<file path="config.mk">
export PLATFORM = sky130hd
export DESIGN_NAME = pgm_addr_unit
export DESIGN_NICKNAME = d
export VERILOG_FILES = /design/src/rtl/pgm_addr_pkg.sv /design/src/rtl/pgm_addr_counter.sv /design/src/rtl/pgm_addr_decode.sv /design/src/rtl/pgm_read_gate.sv /design/src/rtl/pgm_write_steer.sv /design/src/rtl/pgm_addr_unit.sv
export SDC_FILE = /design/constraint.sdc
export NUM_CORES = 1
export LEC_CHECK = 0
export BUFFER_PORTS_ARGS = -buffer_cell sky130_fd_sc_hd__buf_2
export CAP_MARGIN = 20
export CORE_ASPECT_RATIO = 1.4
export CORE_UTILIZATION = 40
export DETAILED_ROUTE_END_ITERATION = 6
export GPL_ROUTABILITY_DRIVEN = 0
export PLACE_DENSITY = 0.88
export SYNTH_ARGS = -nofsm -noshare
export SYNTH_HDL_FRONTEND = slang
export SYNTH_SLANG_ARGS = --single-unit
</file>
<file path="constraint.sdc">
create_clock -name clk -period 4.8 [get_ports clk]
set_input_delay 1.2 -clock clk [delete_from_list [all_inputs] [get_ports clk]]
set_output_delay 1.2 -clock clk [all_outputs]
set_load 0.05 [all_outputs]
</file>
<file path="src/rtl/pgm_addr_pkg.sv">
package pgm_addr_pkg;
  // Default geometry of the programming address space.
  localparam int ADDR_W       = 14;
  localparam int DATA_W       = 14;
  localparam int USER_IDX_W   = 10;
  localparam int CFG_IDX_W    = 5;
  localparam int ID_WORDS     = 4;
  localparam int CFG_WORD_OFF = 7;

  // Result of decoding one address.
  typedef struct packed {
    logic                  sel_user;
    logic                  sel_cfg;
    logic                  reserved;
    logic [USER_IDX_W-1:0] user_idx;
    logic [CFG_IDX_W-1:0]  cfg_idx;
  } map_t;

  // Command selected for a cycle, highest priority first.
  typedef enum logic [1:0] {
    CMD_ENTER = 2'd0,
    CMD_LOAD  = 2'd1,
    CMD_STEP  = 2'd2,
    CMD_HOLD  = 2'd3
  } cmd_e;
endpackage

</file>
<file path="src/rtl/pgm_addr_counter.sv">
module pgm_addr_counter
  import pgm_addr_pkg::*;
#(
  parameter int AW = ADDR_W
) (
  input  logic          clk,
  input  logic          rst_n,
  input  logic          mode_enter,
  input  logic          load_cfg,
  input  logic          step,
  output logic [AW-1:0] addr,
  output logic          cfg_region
);
  localparam int OW = AW - 1;

  logic [OW-1:0] offs_q, offs_d;
  logic          cfg_q, cfg_d;
  cmd_e          cmd;

  // Priority: mode entry, then load, then step.
  always_comb begin
    if (mode_enter)    cmd = CMD_ENTER;
    else if (load_cfg) cmd = CMD_LOAD;
    else if (step)     cmd = CMD_STEP;
    else               cmd = CMD_HOLD;
  end

  // The offset is one bit narrower than the address, so it wraps on its
  // own inside whichever half the sticky flag selects.
  always_comb begin
    offs_d = offs_q;
    cfg_d  = cfg_q;
    unique case (cmd)
      CMD_ENTER: begin offs_d = '0; cfg_d = 1'b0; end
      CMD_LOAD:  begin offs_d = '0; cfg_d = 1'b1; end
      CMD_STEP:  offs_d = offs_q + OW'(1);
      default:   ;
    endcase
  end

  always_ff @(posedge clk or negedge rst_n) begin
    if (!rst_n) begin
      offs_q <= '0;
      cfg_q  <= 1'b0;
    end else begin
      offs_q <= offs_d;
      cfg_q  <= cfg_d;
    end
  end

  assign addr       = {cfg_q, offs_q};
  assign cfg_region = cfg_q;
endmodule

</file>
<file path="src/rtl/pgm_addr_decode.sv">
module pgm_addr_decode
  import pgm_addr_pkg::*;
#(
  parameter int AW       = ADDR_W,
  parameter int UW       = USER_IDX_W,
  parameter int CW       = CFG_IDX_W,
  parameter int N_ID     = ID_WORDS,
  parameter int WORD_OFF = CFG_WORD_OFF
) (
  input  logic [AW-1:0] addr,
  input  logic          cfg_region,
  output map_t          map
);
  localparam int CFG_DEPTH = 1 << CW;

  logic [CFG_DEPTH-1:0] usable;
  logic [CW-1:0]        coff;

  // One usable bit per implemented configuration offset.
  for (genvar g = 0; g < CFG_DEPTH; g++) begin : g_usable
    assign usable[g] = (g < N_ID) || (g == WORD_OFF);
  end

  assign coff = addr[CW-1:0];

  always_comb begin
    map          = '0;
    map.sel_user = ~cfg_region;
    map.sel_cfg  = cfg_region;
    map.user_idx = addr[UW-1:0];
    map.cfg_idx  = coff;
    map.reserved = cfg_region & ~usable[coff];
  end
endmodule

</file>
<file path="src/rtl/pgm_read_gate.sv">
module pgm_read_gate #(
  parameter int DW = pgm_addr_pkg::DATA_W
) (
  input  logic          blank,
  input  logic          in_valid,
  output logic          in_ready,
  input  logic [DW-1:0] in_data,
  output logic          out_valid,
  input  logic          out_ready,
  output logic [DW-1:0] out_data
);
  // Zero-storage stage: back-pressure passes straight through.
  assign out_valid = in_valid;
  assign in_ready  = out_ready;
  assign out_data  = blank ? '0 : in_data;
endmodule

</file>
<file path="src/rtl/pgm_write_steer.sv">
module pgm_write_steer (
  input  logic wr_req,
  input  logic sel_user,
  input  logic sel_cfg,
  input  logic reserved,
  output logic user_wr_en,
  output logic cfg_wr_en
);
  assign user_wr_en = wr_req & sel_user;
  assign cfg_wr_en  = wr_req & sel_cfg & ~reserved;
endmodule

</file>
<file path="src/rtl/pgm_addr_unit.sv">
module pgm_addr_unit
  import pgm_addr_pkg::*;
#(
  parameter int AW       = ADDR_W,
  parameter int DW       = DATA_W,
  parameter int UW       = USER_IDX_W,
  parameter int CW       = CFG_IDX_W,
  parameter int N_ID     = ID_WORDS,
  parameter int WORD_OFF = CFG_WORD_OFF
) (
  input  logic          clk,
  input  logic          rst_n,
  input  logic          mode_enter,
  input  logic          load_cfg,
  input  logic          step,
  input  logic          protect,
  output logic [AW-1:0] addr_o,
  output logic          cfg_region_o,
  output logic          user_sel_o,
  output logic          cfg_sel_o,
  output logic          reserved_o,
  output logic [UW-1:0] user_idx_o,
  output logic [CW-1:0] cfg_idx_o,
  input  logic          wr_req_i,
  output logic          user_wr_en_o,
  output logic          cfg_wr_en_o,
  input  logic          arr_valid_i,
  output logic          arr_ready_o,
  input  logic [DW-1:0] arr_data_i,
  output logic          rd_valid_o,
  input  logic          rd_ready_i,
  output logic [DW-1:0] rd_data_o
);
  logic [AW-1:0] addr;
  logic          cfg_region;
  map_t          map;
  logic          blank;

  pgm_addr_counter #(.AW(AW)) u_cnt (
    .clk        (clk),
    .rst_n      (rst_n),
    .mode_enter (mode_enter),
    .load_cfg   (load_cfg),
    .step       (step),
    .addr       (addr),
    .cfg_region (cfg_region)
  );

  pgm_addr_decode #(
    .AW(AW), .UW(UW), .CW(CW), .N_ID(N_ID), .WORD_OFF(WORD_OFF)
  ) u_dec (
    .addr       (addr),
    .cfg_region (cfg_region),
    .map        (map)
  );

  // Reserved words never read out, and protection hides only the user array.
  assign blank = map.reserved | (map.sel_user & protect);

  pgm_read_gate #(.DW(DW)) u_rd (
    .blank     (blank),
    .in_valid  (arr_valid_i),
    .in_ready  (arr_ready_o),
    .in_data   (arr_data_i),
    .out_valid (rd_valid_o),
    .out_ready (rd_ready_i),
    .out_data  (rd_data_o)
  );

  pgm_write_steer u_wr (
    .wr_req     (wr_req_i),
    .sel_user   (map.sel_user),
    .sel_cfg    (map.sel_cfg),
    .reserved   (map.reserved),
    .user_wr_en (user_wr_en_o),
    .cfg_wr_en  (cfg_wr_en_o)
  );

  assign addr_o       = addr;
  assign cfg_region_o = cfg_region;
  assign user_sel_o   = map.sel_user;
  assign cfg_sel_o    = map.sel_cfg;
  assign reserved_o   = map.reserved;
  assign user_idx_o   = map.user_idx;
  assign cfg_idx_o    = map.cfg_idx;
endmodule

</file>
# ---- Word level (Yosys, flattened, before mapping)
# Memories as Yosys holds them, arrays and structs flattened.
# Index checks and enable logic that the tools add are counted.
dict set report word_totals {
  output_inout_bits 51
  n_memories 1
  in_bits 23
  mem_bits_ro 32
  elab_cells 27
  regBits 14
}
# memory words word_bits rd rd_ports_with_merged_regs write_ports line
set memory_table {}
lappend memory_table {{(no name shown)} 32 1 1 0 0 pgm_addr_decode.sv:32} ;# map.reserved = cfg_region & ~usable[coff];
dict set report op_classes {
  eq_ne 2
  reduce_logical 4
  add_sub_neg 1
  mux 7
  n_bitwise 9
  order_cmp 1
}
# operator count
set op_table {}
lappend op_table {{one-hot mux 13 bit (2 select lines)} 1}
lappend op_table {{two-way mux 14 bit} 1}
lappend op_table {{adder 13 x 1 -> 13 bit (second input constant)} 1}
lappend op_table {{less-than comparator 5 x 6 -> 1 bit (second input constant)} 1}
lappend op_table {{bitwise AND 1 bit} 5}
lappend op_table {{two-way mux 2 bit} 2}
lappend op_table {{nonzero test 2 bit} 2}
lappend op_table {{inverter 1 bit} 3}
lappend op_table {{equality test 2 x 1 -> 1 bit (second input constant)} 1}
lappend op_table {{equality test 2 bit (second input constant)} 1}
lappend op_table {{logical NOT 2 bit} 1}
lappend op_table {{two-way mux 1 bit} 2}
lappend op_table {{one-hot mux 1 bit (2 select lines)} 1}
lappend op_table {{OR reduction 2 bit} 1}
lappend op_table {{OR 1 bit} 1}

# ---- Depth between registers and ports, before layout
dict set report logic_depth {
  depth_word 6
  ltp_mapped 8
  mapped_depth_nobuf 7
}

# ---- Modules after synthesis
# From an unflattened synthesis, not the netlist that was laid out.
dict set report hier_totals {
  hier_cells 108
  hier_area_um2 1001.0
}
# module instances area_per_inst_um2 cells_per_inst seq_area_each_um2
set by_module_without_submodules {}
lappend by_module_without_submodules {pgm_addr_counter 1 695.7 69 350.3}
lappend by_module_without_submodules {pgm_read_gate 1 142.6 17 0.0}
lappend by_module_without_submodules {pgm_addr_decode 1 140.1 19 0.0}
lappend by_module_without_submodules {pgm_write_steer 1 15.0 2 0.0}
lappend by_module_without_submodules {pgm_addr_unit 1 7.5 1 0.0}

# ---- Worst setup path after synthesis
# OpenSTA, ideal clock, no wires.
dict set report synth_timing {
  kind {reg2out}
  start {register u_cnt.cfg_q, in the netlist u_cnt.cfg_region}
  end {output port rd_data_o[10]}
  arrival_ps 2549
  n_path_buf 1
  required_time_ps 3600
  path_stages_with_launch 6
  setup_slack_ps 1051
  cell_sequence {dfrtp_1 -> inv_1 -> nor2_1 -> a21oi_1 -> clkbuf_1 -> and2_1}
}
dict set report synth_via {
  elab_chain_len 4
  elab_cells_between_ends 5
  cone_classes {1 x mux; 4 x bitwise}
}
# item line
set synth_rtl {}
lappend synth_rtl {{from (decl)} pgm_addr_counter.sv:17} ;# logic cfg_q, cfg_d;
lappend synth_rtl {{from (signal assigned)} pgm_addr_counter.sv:47} ;# cfg_q <= cfg_d;
lappend synth_rtl {{inverter 1 bit} pgm_addr_decode.sv:28} ;# map.sel_user = ~cfg_region;
lappend synth_rtl {{via user_sel_o} pgm_addr_unit.sv:19} ;# output logic user_sel_o,
lappend synth_rtl {{bitwise AND 1 bit} pgm_addr_unit.sv:58} ;# assign blank = map.reserved | (map.sel_user & protect);
lappend synth_rtl {{OR 1 bit} pgm_addr_unit.sv:58}
lappend synth_rtl {{two-way mux 14 bit} pgm_read_gate.sv:15} ;# assign out_data = blank ? '0 : in_data;
lappend synth_rtl {{to (decl)} pgm_addr_unit.sv:32} ;# output logic [DW-1:0] rd_data_o
# The timed path passes the listed nets, and every way through them passes these cells.

# ---- Final worst setup path
dict set report layout_timing {
  start {register u_cnt.offs_q[0]}
  end {output port rd_data_o[13]}
}
dict set report layout_via {
  elab_chain_len 6
}
# item line
set layout_rtl {}
lappend layout_rtl {{from (decl)} pgm_addr_counter.sv:16} ;# logic [OW-1:0] offs_q, offs_d;
lappend layout_rtl {{from (signal assigned)} pgm_addr_counter.sv:46} ;# offs_q <= offs_d;
lappend layout_rtl {{memory (32 x 1 bit)} n/a}
lappend layout_rtl {{two-way mux 1 bit (not written as such)} pgm_addr_decode.sv:32}
lappend layout_rtl {{inverter 1 bit} pgm_addr_decode.sv:32}
lappend layout_rtl {{bitwise AND 1 bit} pgm_addr_decode.sv:32}
lappend layout_rtl {{OR 1 bit} pgm_addr_unit.sv:58}
lappend layout_rtl {{two-way mux 14 bit} pgm_read_gate.sv:15}
# Every way passes these cells. The select of a mux whose other input is x is not followed.

==> metrics.md <==
| Metric | Value |
|---|---|
| Distinct cells, synth | `29` |
| Layout cell share with drive strength beyond 1 | `47.2%` |
| CTS clock-pin slew for the worst setup and hold paths | `0.08 ns` |
| Starting Density | `around 44%` |
| Final worst path period need | `3.62 ns` |
| Mapped Cells | `110` |
| Vias in the first global route | `roughly 850` |
| Arrival @ worst endpoint | `2.42 ns` |
| Die X | `~44 um` |
| Post-Layout Inst Area | `approximately 1200 um2` |
| CTS tree | `yes` |
| Clock sink count | `14` |
| Average size of a mapped cell | `around 9 um2` |
| Max VDD drop | `0.000124 V` |
| Ant. Diodes | `0` |
| Number of synthesized register bits | `14` |
| Max incr delay on CP | `0.51 ns` |
| H-tree depth | `1` |
| Global-route wire length before repair | `3.46 mm` |
| Die area | `2670 um2` |
| Minimum hold slack | `0.575 ns` |
| Placed Cells | `178` |
| Routed wire length | `2.36 mm` |
| Yosys top cell area share | `a little over a third` |
| Fin. Hold Viols | `0` |
| CP endpoint kind | `output port` |
| Via count | `969` |
| Worst path required time | `3.60 ns` |
| Worst Skew | `0.00313 ns` |
| IO Count | `74` |
| Crit-path slowest cell | `a21oi_1` |
| Crit-path cells | `ha_1 -> inv_1 -> ha_1 -> nor3_1 -> nor2_1 -> a21oi_1 -> and2_1 -> buf_2` |
| Initial antenna violation count | `0` |
| # Post-CTS Setup Buffers | `0` |
| Post-CTS Resized | `0` |
| Worst slew margin | `57.8%` |
| Total CTS buffers | `3` |
| Pleak | `0.690 nW` |
| Post-layout util | `between 50% and 60%` |
| Cell mode on critical path | `ha_1` |
| EDFF count, synth | `0` |
| Fin crit share | `about three quarters` |
| Max FO, Critical Path | `14` |
| Global route overflow | `0` |
| Failing checks | `DRC` |
| Clock root buffer | `clkbuf_4` |
| Area Growth Syn to Fin | `23.6%` |
| Vias/cell | `5.35` |
| Max cap viols | `0` |
| CP Launch Type | `flop` |
| # DRC | `8` |
| # setup viols final | `0` |
| Post-Syn Area | `a little under 1000 um2` |
| Placed cell areas | `1200 um2` |
| Tightest Hold Check Type | `flop to flop` |
| Post-synthesis net count | `135` |
| Register area share after synthesis | `35.5%` |
| Ys async rst share | `100%` |
| Port bufs | `69` |
| Synth area leaders | `dfrtp_1, buf_4, and2_1` |
| Routed len/inst | `13.0 um` |
| YS warnings | `0` |
| RSZ-0062 raised after global routing | `false` |
| 1st-pass router iterations | `7` |
| Layout Cells excl Fill | `roughly 180` |
| Max-slew violations | `0` |
| Hold buffers post-CTS | `0` |
| R2R Setup Slk | `just over 3 ns` |
| Fin Setup TNS | `0 ns` |
| Largest net degree at the start of global routing | `15` |
| Row cnt | `20` |
| DP Wirelength | `1.88 mm` |
| ANT nets after route | `0` |
| Largest area contributor in the netlist | `dfrtp_1` |
| Status | `finished with violations` |
| Setup CP Type | `flop to output port` |
| Tightest Pin Transition | `0.634 ns` |
| Max frequency | `276 MHz` |
| Die Y | `around 61 um` |
| DR iter-0 viols | `34` |
| CTS max path bufs | `2` |
| Core Area | `2250 um2` |
| Skew-Pair Late Insertion Delay | `0.27 ns` |
| Gr usage total | `17.2%` |
| Nets | `186` |
| Pwr/cell area | `between 200 and 250 nW/um2` |
| Ys flop type | `dfrtp_1` |
-- stage by stage --
stage / setup WS (ns) / power, W
3_3_place_gp: 1.37 / 0.000217
3_5_place_dp: 1.29 / 0.000219
4_1_cts: 1.16 / 0.000282
5_1_grt: 0.928 / 0.000295
2_1_floorplan: 1.05 / 0.000202
6_report: 1.18 / 0.000281
-- area by class of cell --
cell class / count / area, um2
clock buffer: 3 / 22.5
fill: 207 / 1030
sequential: 14 / 350
multi-input combinational: 71 / 467
inverter: 2 / 7.51
timing repair buffer: 69 / 345
tap: 22 / 27.5
-- synthesized netlist by cell type (2+ instances only) --
library cell,count
clkbuf_1,2
a21oi_1,4
o2111ai_1,4
ha_1,2
inv_1,2
nor2_1,13
or4_1,2
dfrtp_1,14
xor2_1,7
and2_1,16
buf_4,20
nand3_1,4
and3_1,3
o31ai_1,2
-- cells by family (layout without fill, tap and decap cells) --
logic type                 Yosys count  in the layout  share of synthesized area (%)
and+or+nand+nor                     45             45                           25.0
buffers and inverters               25             74                           17.2
AOI/OAI and AO/OA                   15             15                           11.7
DFF                                 14             14                           35.5
xor gates and xnor gates             8              8                           7.10
adders and majority gates            2              2                           2.53
muxes                                1              1                           1.01
-- power breakdown --
part	total (W)	leakage [nW]	switching (W)	internal, W
Sequential	0.000122	0.193	0.00000259	0.000119
Combinational	0.0000941	0.483	0.0000715	0.0000225
Clock	0.0000650	0.0138	0.0000360	0.0000290
Total	0.000281	0.690	0.000110	0.000171
-- layer usage --
| layer | share of wire [%] | GRT usage [%] |
|---|---|---|
| met2 | 54 | 34.8 |
| met4 | 1.2 | 7.36 |
| met5 | 0 | 0 |
| met1 | 35 | 15.9 |
| met3 | 9.5 | 3.87 |
-- path summary, 6_finish.rpt --
| path | endpoint | depth (start not counted) | from |
|---|---|---|---|
| worst max-delay path | rd_data_o[13] | 8 | u_cnt.offs_q[0] |
| worst min-delay path | u_cnt.offs_q[12] | 2 | u_cnt.offs_q[12] |
| worst max register to register | u_cnt.offs_q[12] | 5 | u_cnt.offs_q[0] |
| worst min register to register | u_cnt.offs_q[12] | 2 | u_cnt.offs_q[12] |
| max in group asynchronous | u_cnt.offs_q[3] | 1 | rst_n |
| min in group asynchronous | u_cnt.offs_q[12] | 1 | rst_n |
-- worst max-delay path, delay by kind of cell, from the launching register on --
kind,cells,cell delay (ns)
AOI/OAI and AO/OA,1,0.51
and+or+nand+nor,3,0.50
DFF,1,0.47
adders and majority gates,2,0.36
buffers and inverters,2,0.30
-- cell usage in the layout (no fill, tap or decap), types with 2 or more instances in the layout --
cell | Yosys | routed
a21oi_1 | 4 | 4
and3_1 | 3 | 3
dfrtp_1 | 14 | 14
o2111ai_1 | 4 | 4
o31ai_1 | 2 | 2
nand3_1 | 4 | 4
ha_1 | 2 | 2
xor2_1 | 7 | 7
nor2_1 | 13 | 13
and2_1 | 16 | 16
or4_1 | 2 | 2
clkbuf_4 | 0 | 3
inv_1 | 2 | 2
buf_2 | 1 | 69
-- registers in the layout (all words and copies together), names as in the netlist --
| name | cells |
|---|---|
| u_cnt.cfg_region | 1 |
| u_cnt.offs_q | 13 |
Note: power is estimated with default switching activity, not from simulation.
